**config.mk**
```make
export PLATFORM = sky130hd
export DESIGN_NAME = stage_temp_estimator
export DESIGN_NICKNAME = d
export VERILOG_FILES = /design/src/rtl/ste_pkg.sv /design/src/rtl/ste_trip_calc.sv /design/src/rtl/ste_bound_sel.sv /design/src/rtl/stage_temp_estimator.sv
export SDC_FILE = /design/constraint.sdc
export NUM_CORES = 1
export LEC_CHECK = 0
export ABC_AREA = 1
export BUFFER_PORTS_ARGS = -buffer_cell sky130_fd_sc_hd__clkbuf_2
export CORE_ASPECT_RATIO = 2
export CORE_MARGIN = 1
export CORE_UTILIZATION = 45
export DETAILED_ROUTE_END_ITERATION = 10
export PLACE_DENSITY = 0.75
export SYNTH_ARGS = -nofsm -noshare
export SYNTH_HDL_FRONTEND = slang
export SYNTH_HIERARCHICAL = 1
export SYNTH_SLANG_ARGS = --single-unit
```
**constraint.sdc**
```tcl
create_clock -name clk -period 2 [get_ports clk]
set_input_delay 0.4 -clock clk [delete_from_list [all_inputs] [get_ports clk]]
set_output_delay 0.4 -clock clk [all_outputs]
set_load 0.005 [all_outputs]
```
**src/rtl/ste_pkg.sv**
```systemverilog
package ste_pkg;
    parameter int TEMP_W  = 32;
    parameter int STAGE_W = 2;
    parameter int THR_W   = 2;

    typedef struct packed {
        logic [TEMP_W-1:0]  temp;
        logic [TEMP_W-1:0]  trip1;
        logic [TEMP_W-1:0]  trip2;
        logic [TEMP_W-1:0]  trip3;
        logic [STAGE_W-1:0] stage;
        logic [STAGE_W-1:0] announced;
        logic               changed;
    } est_state_t;
endpackage

```
**src/rtl/ste_trip_calc.sv**
```systemverilog
module ste_trip_calc
    import ste_pkg::*;
#(
    parameter int unsigned BASE_MC   = 105000,
    parameter int unsigned THR_STEP  = 5000,
    parameter int unsigned STG_STEP  = 20000
) (
    input  logic [THR_W-1:0]  thresh_i,
    output logic [TEMP_W-1:0] trip1_o,
    output logic [TEMP_W-1:0] trip2_o,
    output logic [TEMP_W-1:0] trip3_o
);
    localparam logic [TEMP_W-1:0] BASE_V = TEMP_W'(BASE_MC);
    localparam logic [TEMP_W-1:0] THR_V  = TEMP_W'(THR_STEP);
    localparam logic [TEMP_W-1:0] STG_V  = TEMP_W'(STG_STEP);

    always_comb begin
        trip1_o = BASE_V + THR_V * TEMP_W'(thresh_i);
        trip2_o = trip1_o + STG_V;
        trip3_o = trip2_o + STG_V;
    end
endmodule

```
**src/rtl/ste_bound_sel.sv**
```systemverilog
module ste_bound_sel
    import ste_pkg::*;
#(
    parameter int unsigned STG_STEP     = 20000,
    parameter int unsigned HYST_MC      = 2000,
    parameter int unsigned DEFAULT_MC   = 37000
) (
    input  logic               init_i,
    input  logic [STAGE_W-1:0] new_stage_i,
    input  logic [STAGE_W-1:0] old_stage_i,
    input  logic [TEMP_W-1:0]  trip1_i,
    input  logic [TEMP_W-1:0]  cur_temp_i,
    output logic [TEMP_W-1:0]  est_o
);
    localparam logic [TEMP_W-1:0] STG_V  = TEMP_W'(STG_STEP);
    localparam logic [TEMP_W-1:0] HYST_V = TEMP_W'(HYST_MC);
    localparam logic [TEMP_W-1:0] DEF_V  = TEMP_W'(DEFAULT_MC);

    logic [TEMP_W-1:0] band_top;
    logic [TEMP_W-1:0] band_bottom;

    always_comb begin
        // band_top: trip of the stage above; band_bottom: trip of this stage
        band_top    = trip1_i + STG_V * TEMP_W'(new_stage_i);
        band_bottom = band_top - STG_V;
        if (init_i) begin
            est_o = (new_stage_i == '0) ? DEF_V : band_bottom;
        end else if (new_stage_i > old_stage_i) begin
            est_o = band_bottom + HYST_V;
        end else if (new_stage_i < old_stage_i) begin
            est_o = band_top - HYST_V;
        end else begin
            est_o = cur_temp_i;
        end
    end
endmodule

```
**src/rtl/stage_temp_estimator.sv**
```systemverilog
module stage_temp_estimator
    import ste_pkg::*;
#(
    parameter int unsigned DEFAULT_MC = 37000,
    parameter int unsigned BASE_MC    = 105000,
    parameter int unsigned THR_STEP   = 5000,
    parameter int unsigned STG_STEP   = 20000,
    parameter int unsigned HYST_MC    = 2000
) (
    input  logic               clk,
    input  logic               rst_n,
    input  logic               load_i,
    input  logic               sample_i,
    input  logic [1:0]         stage_i,
    input  logic [1:0]         thresh_i,
    output logic [31:0]        temp_o,
    output logic [31:0]        trip1_o,
    output logic [31:0]        trip2_o,
    output logic [31:0]        trip3_o,
    output logic               changed_o
);
    localparam logic [TEMP_W-1:0] RST_T1 = TEMP_W'(BASE_MC);
    localparam logic [TEMP_W-1:0] RST_T2 = TEMP_W'(BASE_MC + STG_STEP);
    localparam logic [TEMP_W-1:0] RST_T3 = TEMP_W'(BASE_MC + 2 * STG_STEP);

    est_state_t st_d, st_q;

    logic [TEMP_W-1:0] t1_w, t2_w, t3_w, est_w;

    ste_trip_calc #(
        .BASE_MC (BASE_MC),
        .THR_STEP(THR_STEP),
        .STG_STEP(STG_STEP)
    ) u_trip (
        .thresh_i(thresh_i),
        .trip1_o (t1_w),
        .trip2_o (t2_w),
        .trip3_o (t3_w)
    );

    ste_bound_sel #(
        .STG_STEP  (STG_STEP),
        .HYST_MC   (HYST_MC),
        .DEFAULT_MC(DEFAULT_MC)
    ) u_bound (
        .init_i     (load_i),
        .new_stage_i(stage_i),
        .old_stage_i(st_q.stage),
        .trip1_i    (t1_w),
        .cur_temp_i (st_q.temp),
        .est_o      (est_w)
    );

    always_comb begin
        st_d         = st_q;
        st_d.changed = 1'b0;
        if (load_i || sample_i) begin
            st_d.temp  = est_w;
            st_d.trip1 = t1_w;
            st_d.trip2 = t2_w;
            st_d.trip3 = t3_w;
            st_d.stage = stage_i;
        end
        // Load wins: only a bare sample announces a new stage
        if (sample_i && !load_i && stage_i != st_q.announced) begin
            st_d.changed   = 1'b1;
            st_d.announced = stage_i;
        end
    end

    always_ff @(posedge clk or negedge rst_n) begin
        if (!rst_n) begin
            st_q.temp      <= TEMP_W'(DEFAULT_MC);
            st_q.trip1     <= RST_T1;
            st_q.trip2     <= RST_T2;
            st_q.trip3     <= RST_T3;
            st_q.stage     <= '0;
            st_q.announced <= '0;
            st_q.changed   <= 1'b0;
        end else begin
            st_q <= st_d;
        end
    end

    assign temp_o    = st_q.temp;
    assign trip1_o   = st_q.trip1;
    assign trip2_o   = st_q.trip2;
    assign trip3_o   = st_q.trip3;
    assign changed_o = st_q.changed;

    AST_IDLE_HOLD: assert property (@(posedge clk) disable iff (!rst_n)
        (!load_i && !sample_i) |=> ($stable(temp_o) && $stable(trip1_o) && !changed_o));

    AST_EQUAL_KEEP: assert property (@(posedge clk) disable iff (!rst_n)
        (sample_i && !load_i && stage_i == st_q.stage) |=> $stable(temp_o));

    AST_RISE_ABOVE_TRIP: assert property (@(posedge clk) disable iff (!rst_n)
        (sample_i && !load_i && stage_i > st_q.stage) |=> (temp_o > trip1_o));

    AST_FALL_BELOW_CRIT: assert property (@(posedge clk) disable iff (!rst_n)
        (sample_i && !load_i && stage_i < st_q.stage) |=> (temp_o < trip3_o));

    AST_NO_SPURIOUS_EVENT: assert property (@(posedge clk) disable iff (!rst_n)
        (!sample_i || load_i) |=> !changed_o);

    AST_LOAD_STAGE_TAKEN: assert property (@(posedge clk) disable iff (!rst_n)
        load_i |=> (st_q.stage == $past(stage_i)));
endmodule

```
### Yosys cells after proc, flatten, opt, wreduce, memory -nomap -nowiden

Cells that the tools add are included.

* logic and storage cells: 31
* output and inout bits: 129
* register bits: 133
* input port bits: 8

* add/sub/neg operators: 7
* order comparisons: 2
* reduce and logical (&&, ||, !) cells: 7
* multipliers: 2
* muxes and demuxes: 5
* eq/ne operators: 1

Operator list (number)
* $mux 32: 4
* $add 32x15->32 const B: 2
* $add 32x11->32 const B: 1
* $sub 32x11->32 const B: 1
* $sub 32x15->32 const B: 1
* $mul 10x2->12 const A: 2
* $add 18x17->19: 1
* $add 17x15->18 const A: 1
* $reduce_bool 3->1: 1
* $gt 2x2->1: 1
* $logic_and 1x1->1: 2
* $logic_not 2->1: 1
* $lt 2x2->1: 1
* $ne 2x2->1: 1
* $reduce_and 2->1: 1
* $logic_not 1->1: 1
* $logic_or 1x1->1: 1
* $mux 1: 1

### Logic depth before layout (Yosys ltp)

Gate-level depths: netlist (run 1).

* word-level depth: 7
* gate-level depth with buffers: 33
* depth with buffers taken out: 33

### Cells and area by module

Netlist (run 1), hierarchy kept.

Modules (own cells, without submodules)
* stage_temp_estimator: instances 1, seq. area each 3360.7 µm², area each 6271.0 µm², cells each 709
* ste_bound_sel: instances 1, seq. area each 0.0 µm², area each 4276.6 µm², cells each 864
* ste_trip_calc: instances 1, seq. area each 0.0 µm², area each 889.6 µm², cells each 135

### Least setup slack after synthesis (run 1)

OpenSTA, ideal clock, no wires.

* path type: input-to-reg
* from: input thresh_i[0]
* to: register st_q (netlist bit temp_o[24])
* setup slack: -1.657 ns
* arrival: 3.534 ns
* setup time: 0.123 ns
* cell stages on the path: 28
* data required time: 1.877 ns
* path buffers: 0
* cells stage by stage: inv_1 ha_1 nand2_1 o21ai_1 ha_1 nand2_1 nor2_1 nor2_1 nand2_2 nand2_2 nand2_4 nor2_4 inv_2 nand2_1 nand2_1 nor2_1 nand2_1 nand2_1 nand2_1 nor2_4 nand3_2 or2_0 nand3_1 nand2_1 nand2_1 o21ai_1 o21ai_0 nand2_1

* word-level cells in the longest chain between the ends: 7
* elaborated cells on any way between the ends: 10
* classes of those cells: add/sub: 5; mul: 1; mux: 4

RTL lines
* start: declaration: RTL line stage_temp_estimator.sv:15 `input logic [1:0] thresh_i,`
* $mul 10x2->12 *: RTL line ste_trip_calc.sv:18 `trip1_o = BASE_V + THR_V * TEMP_W'(thresh_i);`
* $add 17x15->18 *: RTL line ste_trip_calc.sv:18
* net t1_w[4]: RTL line stage_temp_estimator.sv:28 `logic [TEMP_W-1:0] t1_w, t2_w, t3_w, est_w;`
* $add 18x17->19 *: RTL line ste_bound_sel.sv:24 `band_top = trip1_i + STG_V * TEMP_W'(new_stage_i);`
* $sub 32x15->32 or $sub 32x11->32 (tied branches): RTL line ste_bound_sel.sv:25, ste_bound_sel.sv:31
* $add 32x11->32 or $mux 32 (tied branches): RTL line ste_bound_sel.sv:29, ste_bound_sel.sv:30
* $mux 32: RTL line ste_bound_sel.sv:28 `end else if (new_stage_i > old_stage_i) begin`
* $mux 32 *: RTL line ste_bound_sel.sv:26 `if (init_i) begin`
* net est_w[24]: RTL line stage_temp_estimator.sv:28
* end signal: assignment: RTL line stage_temp_estimator.sv:81 `st_q <= st_d;`
* end: declaration: RTL line stage_temp_estimator.sv:26 `est_state_t st_d, st_q;`

The timed path passes the listed nets; every way through them passes the cells marked *. The select of a mux whose other input is x is not followed.
A chain may end at the register's enable or synchronous reset.

### Worst setup path in the final report (run 1)

Same ends and word-level chain as after synthesis.

==> out/results.ini, run 1 <==
[global_route]
grt_overflow = 0
track_usage_pct = 28.4
grt_max_degree = 52
antenna_found_initial = 0
grt_pass1_vias = 11525
grt_pass1_wl_mm = 56.9

[power_and_ir_drop]
leakage_nw = 7.39
pwr_density_cell_nw_per_um2 = 754
vdd_drop_max_mv = 0.553
fin_total_pwr_mw = 11.0

[synthesis]
synth_area_leader_cell = dfrtp_1
synth-edff-count = 0
ys_seq_area_share_pct = 29.4
synth_seq_cells = 133
synth_common_cells = 592 x nand2_1, 200 x buf_4, 170 x o21ai_0, 127 x inv_1, 107 x dfrtp_1
synth.area.top_cells = dfrtp_1 23%, nand2_1 19%, buf_4 13%
yosysMostFrequentCell = nand2_1
syn_inst = 1708
netlist-cell-type-count = 52
synth_area_um2 = 11400
yosysWarnings = 6
async_flop_share_pct = 100
syn-mean-instance-area_um2 = 6.70
ys.flop_type = dfrtp_1
synth_top_area_share_pct = 23.4

[placement]
dpl_worst_slack_ps = -2180
dpl.cell_count = 2176
hpwlAfterDp_mm = 26.8
place_congestion = 0.985
io_buffers = 136

[clock_network]
clkLatencyLatePin_ps = 450
cts-buffers-inserted = 17
root_buffer = clkbuf_16
clock-sinks = 133
cts_max_level = 4
tritoncts = built
clk_pin_slew_worst_paths_ps = 60
clockBufferDepth = 2

[setup_path]
start_kind = input port
crit_type = input port to flip-flop
critPathArrivalTime_ps = 3860
cp_max_fo = 6
r2r_setup_slack_ps = -150
cpMaxStageDelayCell = ha_4
critPathRequiredTime_ps = 2340
end_kind = flip-flop
crit_cells = 27
crit_top_cell = nand2_1
crit_buf_inv = 5
path_delay_family = simple AND/OR/NAND/NOR gates
r2r_cells = 12
max_stage_delay_ps = 380

[routing]
first_pass_iters = 5
vias = 11489
drt-vias-per-instance = 5.11
totalWireLength_mm = 36.4
drc_errors = 0
post_drt_wl_per_cell_um = 16.2
drtIter0Drc = 591
ant_nets = 0

[cells_and_area]
drive_gt1_share_pct = 37.3
nets = 1938
antenna_cells = 0
final_cells = 2249
final_core_util_pct = 58.2
areaGrowthSynthToFinish_pct = 27.4

[floorplanning]
die_h_um = 227
coreArea_um2 = 25000
die_x_um = 115
ios = 137
die_area_um2 = 26100
rows = 82
start_util_pct = 45.7

[status]
violations = setup timing
status = finished, violations left

[sta]
fmax_mhz = 284
rsz0062_at_grt = yes
period_minus_slack_ps = 3520
slew_viol_final = 0
fin_skew_ps = 9.98
finalSetupViolations = 32
fin_crit_sh_pct = 176
timing.final.ws_setup_ps = -1520
hold_viol = 0

[min_path]
min_path_cells = 3
min_path_type = input port to flip-flop

[job]
maxCapViolCount = 0

placed cells by master (no fill, tap or decap), types with 5 or more instances in the layout:
cell / n
nand2_1: 520
buf_4: 206
o21ai_0: 149
clkbuf_2: 131
inv_1: 108
dfrtp_1: 107
nand2_2: 99
nand3_1: 94
conb_1: 54
nor2_1: 49
nor2_4: 41
dfstp_2: 26
nor2_2: 26
buf_6: 24
a21oi_1: 23
o21ai_1: 23
inv_2: 23
nand2_4: 23
nand3_2: 19
clkbuf_16: 17
ha_1: 14
ha_4: 14
buf_12: 10
nand4_1: 8
nand3_4: 6
clkinv_2: 5
nand3b_1: 5
nor3_1: 5
a22o_1: 5
repair_timing:
item / CTS / global route
gates resized for setup: 144 / 104
buffers inserted: 26 / 16
pin swaps: 58 / 91
hold buffers: 1 / 0
hold endpoints to repair: 23 / 0
setup endpoints to repair: 32 / 32
cloned: 0 / 0
cell families (layout without fill, tap and decap cells):
family / after synthesis / after routing / synth area share (%)
AO/OA/AOI/OAI: 236 / 236 / 11.3
XOR/XNOR: 12 / 12 / 0.919
adder cells (fa/ha/maj): 30 / 30 / 3.35
buffers and inverters: 392 / 545 / 20.2
flip-flops: 133 / 133 / 29.4
other: 2 / 54 / 0.0657
AND/OR/NAND/NOR: 903 / 903 / 34.8
metrics by stage:
| stage | hold WS (ps) | area, µm² | TNS, ps |
|---|---|---|---|
| floorplan | 104 | 11800 | -27110 |
| global placement | 332 | 12700 | -48170 |
| detailed placement | 333 | 12700 | -49930 |
| CTS | 335 | 14100 | -27300 |
| global route | 357 | 14600 | -35660 |
| finish | 361 | 14600 | -30070 |
path summary, 6_finish.rpt:
| kind | from | endpoint |
|---|---|---|
| hold / removal | load_i | trip3_o[12] |
| min in group asynchronous | rst_n | trip2_o[30] |
| setup reg to reg | st_q[4] | temp_o[7] |
| hold reg to reg | trip2_o[6] | trip2_o[6] |
| setup / recovery | thresh_i[0] | temp_o[24] |
| max in group asynchronous | rst_n | temp_o[3] |
area by class of cell:
| class | count | area, µm² |
|---|---|---|
| fill | 2305 | 10500 |
| multi-input combinational | 1235 | 6940 |
| sequential | 133 | 3360 |
| timing repair buffer | 373 | 2700 |
| inverter | 140 | 546 |
| clock buffer | 21 | 460 |
| tap | 336 | 420 |
| clock inverter | 11 | 149 |
power by group:
| group | switching, mW | internal [mW] |
|---|---|---|
| Sequential | 0.231 | 3.05 |
| Combinational | 2.51 | 1.91 |
| Clock | 1.26 | 2.03 |
registers in the layout, summed over array words and instances (netlist names):
signal     count
temp_o        32
trip2_o       32
st_q           4
trip1_o       32
trip3_o       32
changed_o      1
metal layers:
metal | vias up | wire [µm] | GRT usage (%)
li1 | 5567 | - | -
met1 | 5334 | 11900 | 25.4
met5 | - | 0 | 0
met3 | 199 | 1380 | 4.95
met2 | 389 | 19700 | 52.7
met4 | 0 | 3400 | 26.7
tightest hold or removal path, delay by kind of cell:
kind	cells	cell delay, ps
buffers and inverters	1	180
AND/OR/NAND/NOR	1	50
AO/OA/AOI/OAI	1	160
No activity file was read; power rests on OpenSTA's default activity.
==> inputs of run 2 (changes only) <==
Settings changed: CELL_PAD_IN_SITES_DETAIL_PLACEMENT set to 1, CELL_PAD_IN_SITES_GLOBAL_PLACEMENT set to 2, CORE_UTILIZATION 45 to 31, CTS_CLUSTER_SIZE set to 12, PLACE_DENSITY 0.75 to 0.88.
==> run 2 against run 1 <==
- worst setup slack better by 100 ps
- non-clock buffer count unchanged
- via count increased by 2.2%
- first-iteration DRC count fell by 40%
- routed wire length is 20% higher
- register-to-register slack got worse by 40 ps
- utilization down 18 points
- sequential cell count unchanged
- sequential share of layout area is essentially flat
- the run still ends with setup timing left
==> out/results.ini, run 2 (synthesis gave the netlist of run 1 again) <==
[routing]
vias = 11743
drt-vias-per-instance = 4.96
post_drt_wl_per_cell_um = 18.5
ant_nets = 0
drc_errors = 0
totalWireLength_mm = 43.8
first_pass_iters = 4
drtIter0Drc = 355

[placement]
dpl.cell_count = 2306
dpl_worst_slack_ps = -2020
hpwlAfterDp_mm = 33.3
place_area_um2 = 13000
io_buffers = 136
place_congestion = 0.941

[setup_path]
r2r_end = temp_o[14]
crit_type = input port to flip-flop
critPathArrivalTime_ps = 3750
start_kind = input port
r2r_setup_slack_ps = -190
r2r_cells = 14
cpMaxStageDelayCell = ha_4
max_stage_delay_ps = 380
reg2reg_from = st_q[4]
end_kind = flip-flop
cp_max_fo = 6
critPathRequiredTime_ps = 2330

[global_route]
antenna_found_initial = 0
grt_max_degree = 66
track_usage_pct = 23.2
grt_pass1_wl_mm = 65.9
grt_pass1_vias = 12561
grt_overflow = 0

[sta]
fin_skew_ps = 7.99
max_slew_margin_pct = 61.2
fmax_mhz = 292
timing.final.ws_setup_ps = -1420
tns_ps = -29500
rsz0062_at_grt = yes
period_minus_slack_ps = 3420
fin_crit_sh_pct = 171
tightest_slew_ps = 576
slew_viol_final = 0
finalSetupViolations = 26
hold_viol = 0

[cells_and_area]
fill_cells = 4698
antenna_cells = 0
areaGrowthSynthToFinish_pct = 27.5
final_cell_mix = 536 x nand2_1, 211 x buf_4, 144 x o21ai_0
final_common_cell = nand2_1
final_cells = 2367
final_area_um2 = 14600
drive_gt1_share_pct = 36.2
nets = 1938

[power_and_ir_drop]
leakage_nw = 7.38
vdd_drop_max_mv = 0.612
pwr_density_cell_nw_per_um2 = 756

[clock_network]
clk_pin_slew_worst_paths_ps = 70
clockBufferDepth = 2
tritoncts = built
root_buffer = clkbuf_16
clock-sinks = 133
cts-buffers-inserted = 17
clkLatencyLatePin_ps = 450
cts_max_level = 4

[floorplanning]
rows = 99
start_util_pct = 31.4
die_h_um = 274
die_area_um2 = 37700
coreArea_um2 = 36400
die_x_um = 138
ios = 137

[min_path]
hold_end = trip3_o[6]
hp-start = sample_i
min_path_type = input port to flip-flop
min_path_cells = 3

[status]
violations = setup timing
status = finished, violations left

[job]
maxCapViolCount = 0

-- run 2: cell types whose count changed in the layout (fill, tap and decap cells not counted), moves of 3 or more --
cell / delta
nand2_2: -19
nand2_1: +16
nor2_1: +8
inv_8: +6
buf_4: +5
buf_6: -5
nor2_4: -5
o21ai_0: -5
clkinv_2: -4
nand2_4: +4
bufinv_16: -3
inv_1: +3
nor2_2: -3
o21ai_1: +3
-- run 2: worst max path at each step --
stage,startpoint,end,slack [ps],cells past startpoint
after floorplan,thresh_i[0],temp_o[24],-1370,26
after global placement,thresh_i[0],temp_o[20],-1910,28
after detailed placement,thresh_i[0],temp_o[27],-2020,31
after CTS,thresh_i[0],temp_o[24],-1320,29
after global routing,thresh_i[0],temp_o[31],-1650,30
final,thresh_i[0],temp_o[19],-1420,26
-- run 2: power by group --
part	internal [mW]	total (mW)	switching, mW
registers	3.05	3.30	0.249
logic	1.89	4.55	2.65
clock network	1.67	3.18	1.51
total	6.61	11.0	4.41
-- run 2: area by class of cell --
type | count | area [µm²] | share of cell area (%)
clock buffers | 17 | 425 | 2.92
clock inverters | 15 | 159 | 1.09
inverters | 140 | 541 | 3.71
multi-input cells | 1235 | 6860 | 47.0
flip-flops and latches | 133 | 3360 | 23.0
well taps | 454 | 568 | 3.90
repair buffers | 373 | 2670 | 18.3
-- run 2: per-layer routing --
| layer | vias to the layer above | routed length, µm | track usage, % |
|---|---|---|---|
| met5 | - | 0 | 0 |
| met4 | 0 | 3840 | 20.3 |
| met3 | 166 | 865 | 2.70 |
| met2 | 279 | 25300 | 45.5 |
| met1 | 5751 | 13700 | 19.8 |
| li1 | 5547 | - | - |
-- run 2: what timing repair did --
action | in CTS | in global routing
setup buffers | 10 | 21
setup endpoints to repair | 32 | 32
endpoints found under the hold margin | 28 | 0
resized for setup | 89 | 131
hold buffers | 1 | 0
pin swaps | 53 | 72
-- run 2: stage by stage --
| stage | utilization [%] | power [mW] | hold slack (ps) |
|---|---|---|---|
| 4_1_cts | 38.3 | 10.6 | 407 |
| 2_1_floorplan | - | 5.76 | 104 |
| 3_5_place_dp | 35.6 | 7.13 | 391 |
| 6_report | 40.0 | 11.0 | 423 |
| 3_3_place_gp | 35.6 | 7.01 | 381 |
| 5_1_grt | 40.0 | 11.6 | 450 |
-- run 2: critical path, delay by kind of cell --
family / cells / cell delay (ps)
simple gates: 15 / 1530
compound gates: 5 / 610
fa+ha+maj: 2 / 650
buf+inv: 4 / 550
